===== src/rtl/samp_pkg.sv =====
package samp_pkg;
  typedef enum logic [1:0] {ST_IDLE, ST_ARMED, ST_TRACK, ST_DONE} tag_st_e;

  localparam int NUM_LAT = 4;
  localparam logic [15:0] LFSR_SEED = 16'hACE1;
  localparam logic [15:0] LFSR_TAPS = 16'hB400;

  // Galois step, right-shifting
  function automatic logic [15:0] lfsr_step(input logic [15:0] s);
    return {1'b0, s[15:1]} ^ (s[0] ? LFSR_TAPS : 16'h0000);
  endfunction

  // n low ones, capped at 16
  function automatic logic [15:0] rand_mask(input int unsigned n);
    logic [31:0] m;
    if (n >= 16) return 16'hFFFF;
    m = (32'd1 << n) - 32'd1;
    return m[15:0];
  endfunction

  function automatic logic slot_hit(input logic vld, input logic [7:0] a, input logic [7:0] b);
    return vld && (a == b);
  endfunction
endpackage


===== src/rtl/samp_interval_gen.sv =====
module samp_interval_gen #(
  parameter int CNT_W = 20,
  parameter int RB_W  = 5
) (
  input  logic             clk,
  input  logic             rst_n,
  input  logic             fetch,
  input  logic [CNT_W-1:0] base,
  input  logic [RB_W-1:0]  rand_bits,
  output logic             ovf
);
  logic [CNT_W-1:0] cnt;
  logic [15:0]      lfsr;
  logic [CNT_W-1:0] rnd_ext;
  logic [CNT_W-1:0] reload_val;

  assign rnd_ext    = CNT_W'(lfsr & samp_pkg::rand_mask(int'(rand_bits)));
  assign reload_val = base + rnd_ext;
  assign ovf        = fetch && (cnt == '0);

  always_ff @(posedge clk or negedge rst_n) begin
    if (!rst_n) begin
      cnt  <= '0;
      lfsr <= samp_pkg::LFSR_SEED;
    end else if (fetch) begin
      if (cnt == '0) begin
        cnt  <= reload_val;
        lfsr <= samp_pkg::lfsr_step(lfsr);
      end else begin
        cnt <= cnt - 1'b1;
      end
    end
  end


  cnt_dec_chk: assert property (@(posedge clk) disable iff (!rst_n)
    (fetch && cnt != '0) |=> cnt == $past(cnt) - 1'b1);

  cnt_hold_chk: assert property (@(posedge clk) disable iff (!rst_n)
    !fetch |=> ($stable(cnt) && $stable(lfsr)));
endmodule


===== src/rtl/samp_lat_ctr.sv =====
module samp_lat_ctr #(
  parameter int W = 6
) (
  input  logic         clk,
  input  logic         rst_n,
  input  logic         clr,
  input  logic         start,
  input  logic         stop,
  output logic [W-1:0] lat
);
  localparam logic [W-1:0] LAT_MAX = {W{1'b1}};
  logic run;

  always_ff @(posedge clk or negedge rst_n) begin
    if (!rst_n) begin
      run <= 1'b0;
      lat <= '0;
    end else if (clr) begin
      run <= start;
      lat <= '0;
    end else begin
      if (run && lat != LAT_MAX) lat <= lat + 1'b1;
      if (stop)       run <= 1'b0;
      else if (start) run <= 1'b1;
    end
  end


  lat_sat_chk: assert property (@(posedge clk) disable iff (!rst_n)
    (lat == LAT_MAX && !clr) |=> lat == LAT_MAX);

  lat_frozen_chk: assert property (@(posedge clk) disable iff (!rst_n)
    (!run && !clr) |=> $stable(lat));
endmodule


===== src/rtl/insn_sample_tagger.sv =====
module insn_sample_tagger #(
  parameter int PC_W   = 32,
  parameter int ADDR_W = 32,
  parameter int SLOT_W = 3,
  parameter int HIST_W = 8,
  parameter int CNT_W  = 20,
  parameter int LAT_W  = 6,
  parameter int RB_W   = 5
) (
  input  logic                                 clk,
  input  logic                                 rst_n,
  input  logic [CNT_W-1:0]                     cfg_base,
  input  logic [RB_W-1:0]                      cfg_rand_bits,
  input  logic                                 fe_valid,
  input  logic [PC_W-1:0]                      fe_pc,
  input  logic [SLOT_W-1:0]                    fe_slot,
  input  logic [HIST_W-1:0]                    fe_hist,
  input  logic                                 map_vld,
  input  logic [SLOT_W-1:0]                    map_slot,
  input  logic                                 iss_vld,
  input  logic [SLOT_W-1:0]                    iss_slot,
  input  logic                                 exe_vld,
  input  logic [SLOT_W-1:0]                    exe_slot,
  input  logic [ADDR_W-1:0]                    exe_addr,
  input  logic                                 icm_vld,
  input  logic [SLOT_W-1:0]                    icm_slot,
  input  logic                                 dcm_vld,
  input  logic [SLOT_W-1:0]                    dcm_slot,
  input  logic                                 br_vld,
  input  logic [SLOT_W-1:0]                    br_slot,
  input  logic                                 br_taken,
  input  logic                                 br_mispred,
  input  logic                                 done_vld,
  input  logic [SLOT_W-1:0]                    done_slot,
  input  logic                                 done_retired,
  input  logic                                 sw_clear,
  output logic [PC_W-1:0]                      cap_pc,
  output logic [ADDR_W-1:0]                    cap_addr,
  output logic [HIST_W-1:0]                    cap_hist,
  output logic                                 cap_retired,
  output logic                                 cap_icmiss,
  output logic                                 cap_dcmiss,
  output logic                                 cap_branch,
  output logic                                 cap_taken,
  output logic                                 cap_mispred,
  output logic [samp_pkg::NUM_LAT*LAT_W-1:0]   cap_lat,
  output logic                                 irq
);
  import samp_pkg::*;

  tag_st_e           st;
  logic [SLOT_W-1:0] tag_slot;
  logic              ovf, arm_evt, tag_evt, tracking;
  logic              hit_map, hit_iss, hit_exe, hit_icm, hit_dcm, hit_br, done_evt;
  logic [NUM_LAT-1:0] lat_start, lat_stop;

  samp_interval_gen #(.CNT_W(CNT_W), .RB_W(RB_W)) u_interval (
    .clk(clk), .rst_n(rst_n), .fetch(fe_valid),
    .base(cfg_base), .rand_bits(cfg_rand_bits), .ovf(ovf)
  );

  assign tracking = (st == ST_TRACK);
  assign arm_evt  = ovf && (st == ST_IDLE);
  assign tag_evt  = fe_valid && (st == ST_ARMED);
  assign hit_map  = tracking && slot_hit(map_vld,  8'(map_slot),  8'(tag_slot));
  assign hit_iss  = tracking && slot_hit(iss_vld,  8'(iss_slot),  8'(tag_slot));
  assign hit_exe  = tracking && slot_hit(exe_vld,  8'(exe_slot),  8'(tag_slot));
  assign hit_icm  = tracking && slot_hit(icm_vld,  8'(icm_slot),  8'(tag_slot));
  assign hit_dcm  = tracking && slot_hit(dcm_vld,  8'(dcm_slot),  8'(tag_slot));
  assign hit_br   = tracking && slot_hit(br_vld,   8'(br_slot),   8'(tag_slot));
  assign done_evt = tracking && slot_hit(done_vld, 8'(done_slot), 8'(tag_slot));

  assign lat_start = {hit_exe, hit_iss, hit_map, tag_evt};
  assign lat_stop  = {done_evt, hit_exe | done_evt, hit_iss | done_evt, hit_map | done_evt};

  for (genvar k = 0; k < NUM_LAT; k++) begin : g_lat
    samp_lat_ctr #(.W(LAT_W)) u_lat (
      .clk(clk), .rst_n(rst_n), .clr(tag_evt),
      .start(lat_start[k]), .stop(lat_stop[k]),
      .lat(cap_lat[k*LAT_W +: LAT_W])
    );
  end

  always_ff @(posedge clk or negedge rst_n) begin
    if (!rst_n) begin
      st          <= ST_IDLE;
      tag_slot    <= '0;
      cap_pc      <= '0;
      cap_addr    <= '0;
      cap_hist    <= '0;
      cap_retired <= 1'b0;
      cap_icmiss  <= 1'b0;
      cap_dcmiss  <= 1'b0;
      cap_branch  <= 1'b0;
      cap_taken   <= 1'b0;
      cap_mispred <= 1'b0;
    end else begin
      case (st)
        ST_IDLE:  if (arm_evt)  st <= ST_ARMED;
        ST_ARMED: if (tag_evt)  st <= ST_TRACK;
        ST_TRACK: if (done_evt) st <= ST_DONE;
        ST_DONE:  if (sw_clear) st <= ST_IDLE;
        default:                st <= ST_IDLE;
      endcase
      if (tag_evt) begin
        tag_slot    <= fe_slot;
        cap_pc      <= fe_pc;
        cap_hist    <= fe_hist;
        cap_addr    <= '0;
        cap_retired <= 1'b0;
        cap_icmiss  <= 1'b0;
        cap_dcmiss  <= 1'b0;
        cap_branch  <= 1'b0;
        cap_taken   <= 1'b0;
        cap_mispred <= 1'b0;
      end
      if (hit_exe) cap_addr   <= exe_addr;
      if (hit_icm) cap_icmiss <= 1'b1;
      if (hit_dcm) cap_dcmiss <= 1'b1;
      if (hit_br) begin
        cap_branch  <= 1'b1;
        cap_taken   <= br_taken;
        cap_mispred <= br_mispred;
      end
      if (done_evt) cap_retired <= done_retired;
    end
  end

  assign irq = (st == ST_DONE);


  tag_pc_chk: assert property (@(posedge clk) disable iff (!rst_n)
    tag_evt |=> (cap_pc == $past(fe_pc) && cap_hist == $past(fe_hist)));

  one_tag_chk: assert property (@(posedge clk) disable iff (!rst_n)
    (irq && fe_valid) |=> $stable(cap_pc));

  irq_after_done_chk: assert property (@(posedge clk) disable iff (!rst_n)
    $rose(irq) |-> $past(done_evt));

  irq_hold_chk: assert property (@(posedge clk) disable iff (!rst_n)
    (irq && !sw_clear) |=> irq);

  abort_chk: assert property (@(posedge clk) disable iff (!rst_n)
    (done_evt && !done_retired) |=> (irq && !cap_retired));
endmodule


===== config.mk =====
export PLATFORM = sky130hd
export DESIGN_NAME = insn_sample_tagger
export DESIGN_NICKNAME = d
export VERILOG_FILES = /design/src/rtl/samp_pkg.sv /design/src/rtl/samp_interval_gen.sv /design/src/rtl/samp_lat_ctr.sv /design/src/rtl/insn_sample_tagger.sv
export SDC_FILE = /design/constraint.sdc
export NUM_CORES = 1
export LEC_CHECK = 0
export BUFFER_PORTS_ARGS = -buffer_cell sky130_fd_sc_hd__buf_2
export CELL_PAD_IN_SITES_DETAIL_PLACEMENT = 0
export CELL_PAD_IN_SITES_GLOBAL_PLACEMENT = 1
export CORE_MARGIN = 2
export CORE_UTILIZATION = 38
export DETAILED_ROUTE_END_ITERATION = 10
export MAX_ROUTING_LAYER = met4
export PLACE_DENSITY = 0.92
export SLEW_MARGIN = 10
export SYNTH_ARGS = -nofsm -noshare
export SYNTH_HDL_FRONTEND = slang
export SYNTH_SLANG_ARGS = --single-unit

===== constraint.sdc =====
create_clock -name clk -period 2.88 [get_ports clk]
set_input_delay 0 -clock clk [delete_from_list [all_inputs] [get_ports clk]]
set_output_delay 0 -clock clk [all_outputs]
set_load 0.01 [all_outputs]

==> results of run 1 <==
report_power, final:
part / leakage, nW / internal, mW / switching, mW
Clock: 0.270 / 1.15 / 0.994
Combinational: 3.33 / 1.26 / 1.67
Sequential: 1.89 / 2.82 / 0.613
Total: 5.49 / 5.22 / 3.28
what timing repair did:
item,in CTS,in global routing
endpoints found under the setup margin,0,5
endpoints found under the hold margin,168,0
hold buffers,90,0
gates resized for setup,0,2
worst reg2reg max path, cell delays in order (launching register included):
cell,delay [ns]
dfstp_2,0.54
a21boi_0,0.24
ha_1,0.29
o21ai_1,0.13
a2111oi_2,0.47
a221oi_2,0.14
o221ai_1,0.28
nand4_1,0.14
xor2_1,0.21
a21oi_2,0.07
worst max-delay path by stage:
stage | from | endpoint | cells after the start
6_report | u_interval.lfsr[5]$_DFFE_PN1P_ | u_interval.cnt[19]$_DFFE_PN0P_ | 9
5_1_grt | u_interval.lfsr[5]$_DFFE_PN1P_ | u_interval.cnt[16]$_DFFE_PN0P_ | 9
4_1_cts | u_interval.lfsr[5]$_DFFE_PN1P_ | u_interval.cnt[16]$_DFFE_PN0P_ | 9
3_5_place_dp | cfg_rand_bits[2] | u_interval.cnt[19]$_DFFE_PN0P_ | 16
3_3_place_gp | cfg_rand_bits[2] | u_interval.cnt[19]$_DFFE_PN0P_ | 16
2_1_floorplan | cfg_rand_bits[3] | u_interval.cnt[19]$_DFFE_PN0P_ | 17
metal layers:
layer | part of all wire, % | wire [um]
met4 | 3.2 | 754
met5 | 0 | 0
met3 | 4.7 | 1090
met2 | 49 | 11400
met1 | 43 | 10200
final cells by class:
cell class	instances	area (um2)	share of cell area, %
clock buffers	18	429	3.92
inverters	23	86.3	0.788
multi-input cells	685	3870	35.4
repair buffers	364	2380	21.8
flip-flops and latches	147	3690	33.7
diodes	5	12.5	0.114
clock inverters	14	139	1.27
well taps	270	338	3.09
Yosys cell counts, types with 9 or more instances:
cell      count
xnor2_1      30
nand2_1     282
nor2_1       49
xor2_1       30
inv_1        22
nand4_1      12
nand3_1      22
o21ai_0      71
clkbuf_1     33
dfrtp_1     139
ha_1         27
nor3_1       13
a21oi_1      36
o21a_1        9
sequential cells by signal, indices dropped and copies added, names as in the netlist:
register	count
u_interval.cnt	20
cap_branch	1
cap_dcmiss	1
u_interval.lfsr	16
g_lat.u_lat.run	4
cap_addr	32
cap_mispred	1
cap_pc	32
cap_hist	8
tag_slot	3
cap_icmiss	1
cap_retired	1
st	2
g_lat.u_lat.lat	24
cap_taken	1
cells by family (layout without fill, tap and decap cells):
group | after synthesis | count (layout) | synth area share [%]
compound gates | 167 | 167 | 13.1
fa+ha+maj | 28 | 28 | 4.62
other cells | 0 | 5 | 0
flops | 147 | 147 | 47.7
simple gates | 423 | 423 | 23.6
xor+xnor | 60 | 60 | 6.79
mux | 7 | 7 | 0.922
buf+inv | 67 | 419 | 3.33
stage by stage:
step | instance area [um2] | total power, mW | setup WS (ns) | setup TNS [ns]
2_1_floorplan | 7840 | 4.95 | -0.119 | -0.195
3_3_place_gp | 9470 | 6.15 | -0.107 | -0.270
3_5_place_dp | 9470 | 6.23 | -0.158 | -0.567
4_1_cts | 10900 | 8.52 | 0.127 | 0
5_1_grt | 10900 | 9.08 | 0.0463 | 0
6_report | 10900 | 8.50 | 0.261 | 0
==> impl_metrics.json, run 1 <==
{
  "synth_nets": 1062,
  "cp_cell_sequence": "a21boi_0 -> ha_1 -> o21ai_1 -> a2111oi_2 -> a221oi_2 -> o221ai_1 -> nand4_1 -> xor2_1 -> a21oi_2",
  "worstPathRequired_ns": 3.19,
  "dr.pass1.iters": 5,
  "grt_use_met1_pct": 28.6,
  "cts_buffers": 17,
  "period_share_pct": 90.9,
  "synthArstFlopShare_pct": 100,
  "drv_cap": 0,
  "hold_path_class": "in -> reg",
  "total_leakage_power_nw": 5.49,
  "min_to": "g_lat[1].u_lat.run$_DFFE_PN0P_",
  "die_h_um": 147,
  "wl_per_cell_um": 15.3,
  "whs_ns": 0.0226,
  "grt_max_degree": 65,
  "syn_inst": 899,
  "setup_viol": 0,
  "drv_slew": 0,
  "port_buffers": 237,
  "first_global_vias": 7464,
  "end_kind": "flop",
  "grt.met3_usage_pct": 3.73,
  "area_delta_synth_final_pct": 41.5,
  "initial_core_util_pct": 38.5,
  "yosysSeqAreaShare_pct": 47.7,
  "r2r_setup_slack_ns": 0.26,
  "min_from": "map_vld",
  "ios": 238,
  "ys_types": 62,
  "clock_path_buffers": 2,
  "cp_top_family": "compound AO/OA/AOI/OAI gates",
  "min_period_ns": 2.62,
  "cts_setup_buffers": 0,
  "cts.sinks": 147,
  "hold_viol": 0,
  "relSlewSlack_pct": 57.5,
  "htreeDepth": 4,
  "crit_type": "reg -> reg",
  "worst_slew_pin_slew_ns": 0.638,
  "num_rows": 52,
  "slowest_stage": "dfstp_2",
  "via_per_inst": 4.91,
  "critPathBufInv": 0,
  "ctsRootBufferMaster": "clkbuf_16",
  "cts_tree": "done",
  "skew_ns": 0.0178,
  "final_cell_mix": "281 x nand2_1, 236 x buf_2, 139 x dfrtp_1, 90 x dlygate4sd3_1, 69 x o21ai_0",
  "placed_cells": 1399,
  "finalNonFillerCells": 1526,
  "post_synth_instance_area_um2": 7740,
  "die_w_um": 147,
  "grt_pass1_wl_um": 37800,
  "yosys_warnings": 0,
  "layout.cells.most_common": "nand2_1",
  "yosys-top-cells-area": "dfrtp_1 45%, nand2_1 14%, o21ai_0 4.6%",
  "arrival_ns": 2.93,
  "rsz0062_at_grt": "no",
  "grt_overflow_total": 0,
  "critical-path-max-stage-delay_ns": 0.54,
  "insertion_delay_ns": 0.43,
  "clock.fmax_mhz": 382,
  "p_per_area_nw_per_um2": 777,
  "place_hpwl_um": 16300,
  "core_um2": 20100,
  "synth_top_area_share_pct": 44.9,
  "dieArea_um2": 21500,
  "min_path_cells": 5,
  "worstReg2RegStart": "u_interval.lfsr[5]$_DFFE_PN1P_",
  "ff2ff_path_depth": 9,
  "synth.avg_cell_area_um2": 8.61,
  "met2_usage_pct": 36.7,
  "status": "completed",
  "synthFlopType": "dfrtp_1",
  "synth_top_area_cell": "dfrtp_1",
  "antenna_found_initial": 5,
  "regToRegEndpoint": "u_interval.cnt[19]$_DFFE_PN0P_",
  "drive_gt1_share_pct": 27.4,
  "grt-busiest-layer": "met2",
  "final.fill_count": 1752,
  "cp-start-kind": "flop",
  "gp_congestion": 0.889,
  "synth-edff-count": 0,
  "drt-total-wl_um": 23400,
  "dr.first_iter.drc_count": 388,
  "vdd_drop_max_uv": 416,
  "path_max_fanout": 3,
  "track_usage_pct": 22.6,
  "fin_util_pct": 54.5,
  "ys_ff_latch": 147,
  "final_net_count": 1401,
  "postRouteAntennaNets": 0,
  "clkSlewWorstSetupHoldPaths_ns": 0.07,
  "drc": 0,
  "vias": 7497
}
(Power assumes the default switching activity.)
==> inputs of run 2 (changes only) <==
SETUP_SLACK_MARGIN = 0.5   (was default)
==> run 2 against run 1 <==
Wire length rose by 2.6%; critical path depth rose by 3; sequential power is essentially flat; via count up 1.5%; global-route usage up 0.78 points; clock skew is 0.0043 ns lower; power up 2.0%; die area stayed put; combinational power increased by 3%; count of clock-buffer cells in the layout shrank 1.
==> impl_metrics.json, run 2 (same netlist as run 1, synthesis figures left out) <==
{
  "ff2ff_path_depth": 12,
  "grt_overflow_total": 0,
  "die_w_um": 147,
  "crit_type": "reg -> reg",
  "via_per_inst": 4.93,
  "multi_input_area_um2": 4130,
  "min_period_ns": 2.49,
  "end_kind": "flop",
  "final_cell_mix": "280 x nand2_1, 233 x buf_2, 139 x dfrtp_1, 96 x dlygate4sd3_1, 63 x o21ai_0",
  "htreeDepth": 4,
  "status": "completed",
  "final_net_count": 1422,
  "cts_buffers": 17,
  "wl_per_cell_um": 15.6,
  "drt-total-wl_um": 24000,
  "final_area_um2": 11400,
  "ctsRootBufferMaster": "clkbuf_16",
  "die_h_um": 147,
  "largestRegisters": "cap_addr (32), cap_pc (32), g_lat.u_lat.lat (24)",
  "whs_ns": 0.0201,
  "drc": 0,
  "min_path_cells": 4,
  "worstReg2RegStart": "u_interval.lfsr[0]$_DFFE_PN1P_",
  "skew_ns": 0.0135,
  "layout.cells.most_common": "nand2_1",
  "area_delta_synth_final_pct": 47.8,
  "ff_latch_area_um2": 3690,
  "dr.first_iter.drc_count": 403,
  "regToRegEndpoint": "u_interval.cnt[10]$_DFFE_PN0P_",
  "setup_viol": 0,
  "r2r_setup_slack_ns": 0.39,
  "hold_path_class": "in -> reg",
  "port_buffers": 237,
  "path_max_fanout": 2,
  "hold_viol": 0,
  "ios": 238,
  "worst_slew_pin_slew_ns": 0.698,
  "clock.fmax_mhz": 402,
  "antenna_found_initial": 1,
  "clock_path_buffers": 2,
  "initial_core_util_pct": 38.5,
  "rsz0062_at_grt": "yes",
  "cts.sinks": 147,
  "drv_cap": 0,
  "drv_slew": 0,
  "grt_pass1_wl_um": 39300,
  "cts_tree": "done",
  "p_per_area_nw_per_um2": 758,
  "min_to": "u_interval.cnt[0]$_DFFE_PN0P_",
  "dpl-instance-area_um2": 9490,
  "final.fill_count": 1709,
  "num_rows": 52,
  "dpl_worst_slack_ns": -0.199,
  "dieArea_um2": 21500,
  "cp-start-kind": "flop",
  "fin_ws_ns": 0.391,
  "vdd_drop_max_uv": 451,
  "min_from": "cfg_base[0]",
  "placed_cells": 1398,
  "vias": 7609,
  "worstPathRequired_ns": 3.21,
  "track_usage_pct": 23.4,
  "first_global_vias": 7891,
  "period_share_pct": 86.4,
  "relSlewSlack_pct": 53.5,
  "arrival_ns": 2.82,
  "dr.pass1.iters": 5,
  "drive_gt1_share_pct": 31.0,
  "postRouteAntennaNets": 0,
  "core_um2": 20100,
  "insertion_delay_ns": 0.43,
  "place_hpwl_um": 15700,
  "finalNonFillerCells": 1543,
  "p_total_mw": 8.67,
  "grt_max_degree": 85,
  "gp_congestion": 0.884,
  "total_leakage_power_nw": 5.69,
  "clkSlewWorstSetupHoldPaths_ns": 0.07
}
## run 2: critical path, stage by stage (launching register included)
cell and delay (ns):
dfstp_2 0.56, and2_4 0.16, ha_4 0.13, inv_2 0.04
fa_2 0.34, nor2b_2 0.14, o211ai_1 0.12, buf_4 0.17
a21oi_4 0.15, a31oi_4 0.12, xnor2_1 0.16, nor2_1 0.06
a311oi_1 0.24
## run 2: timing repair
action	4_1_cts	5_1_grt
endpoints found under the setup margin	27	32
endpoints found under the hold margin	157	0
buffers inserted	11	5
gates cloned	0	0
gates resized for setup	42	25
pin swaps	36	28
hold buffers	96	0
## run 2: report_power, final
part / internal (mW) / switching, mW / leakage [nW]
combinational: 1.32 / 1.71 / 3.51
sequential: 2.81 / 0.618 / 1.89
clock: 1.17 / 1.04 / 0.291
## run 2: worst max-delay path by stage
| stage | startpoint | endpoint | slack (ns) | cells past startpoint |
|---|---|---|---|---|
| 2_1_floorplan | cfg_rand_bits[3] | u_interval.cnt[19]$_DFFE_PN0P_ | -0.12 | 17 |
| 3_3_place_gp | cfg_rand_bits[2] | u_interval.cnt[16]$_DFFE_PN0P_ | -0.09 | 16 |
| 3_5_place_dp | cfg_rand_bits[1] | u_interval.cnt[16]$_DFFE_PN0P_ | -0.20 | 16 |
| 4_1_cts | u_interval.lfsr[0]$_DFFE_PN1P_ | u_interval.cnt[10]$_DFFE_PN0P_ | 0.40 | 12 |
| 5_1_grt | u_interval.lfsr[0]$_DFFE_PN1P_ | u_interval.cnt[10]$_DFFE_PN0P_ | 0.24 | 12 |
| 6_report | u_interval.lfsr[0]$_DFFE_PN1P_ | u_interval.cnt[10]$_DFFE_PN0P_ | 0.39 | 12 |
## run 2: layout make-up
cell class              count  share of cell area [%]
well taps                 270                    2.95
flip-flops and latches    147                    32.2
multi-input cells         685                    36.1
inverters                  23                   0.755
diodes                      1                  0.0219
clock buffers              17                    3.72
repair buffers            385                    22.9
clock inverters            15                    1.36
## run 2: stage by stage
| step | utilization, % | TNS [ns] |
|---|---|---|
| final | 56.9 | 0 |
| after global routing | 56.9 | 0 |
| after CTS | 56.2 | 0 |
| after detailed placement | 47.2 | -0.837 |
| after global placement | 47.2 | -0.170 |
| after floorplan | - | -0.195 |
## run 2: layer usage
metal	GRT usage [%]	part of all wire (%)	vias up
met2	38.4	50	219
li1	-	-	3731
met4	9.47	3.1	0
met1	28.6	43	3610
met5	-	0	-
met3	4.25	4.1	49
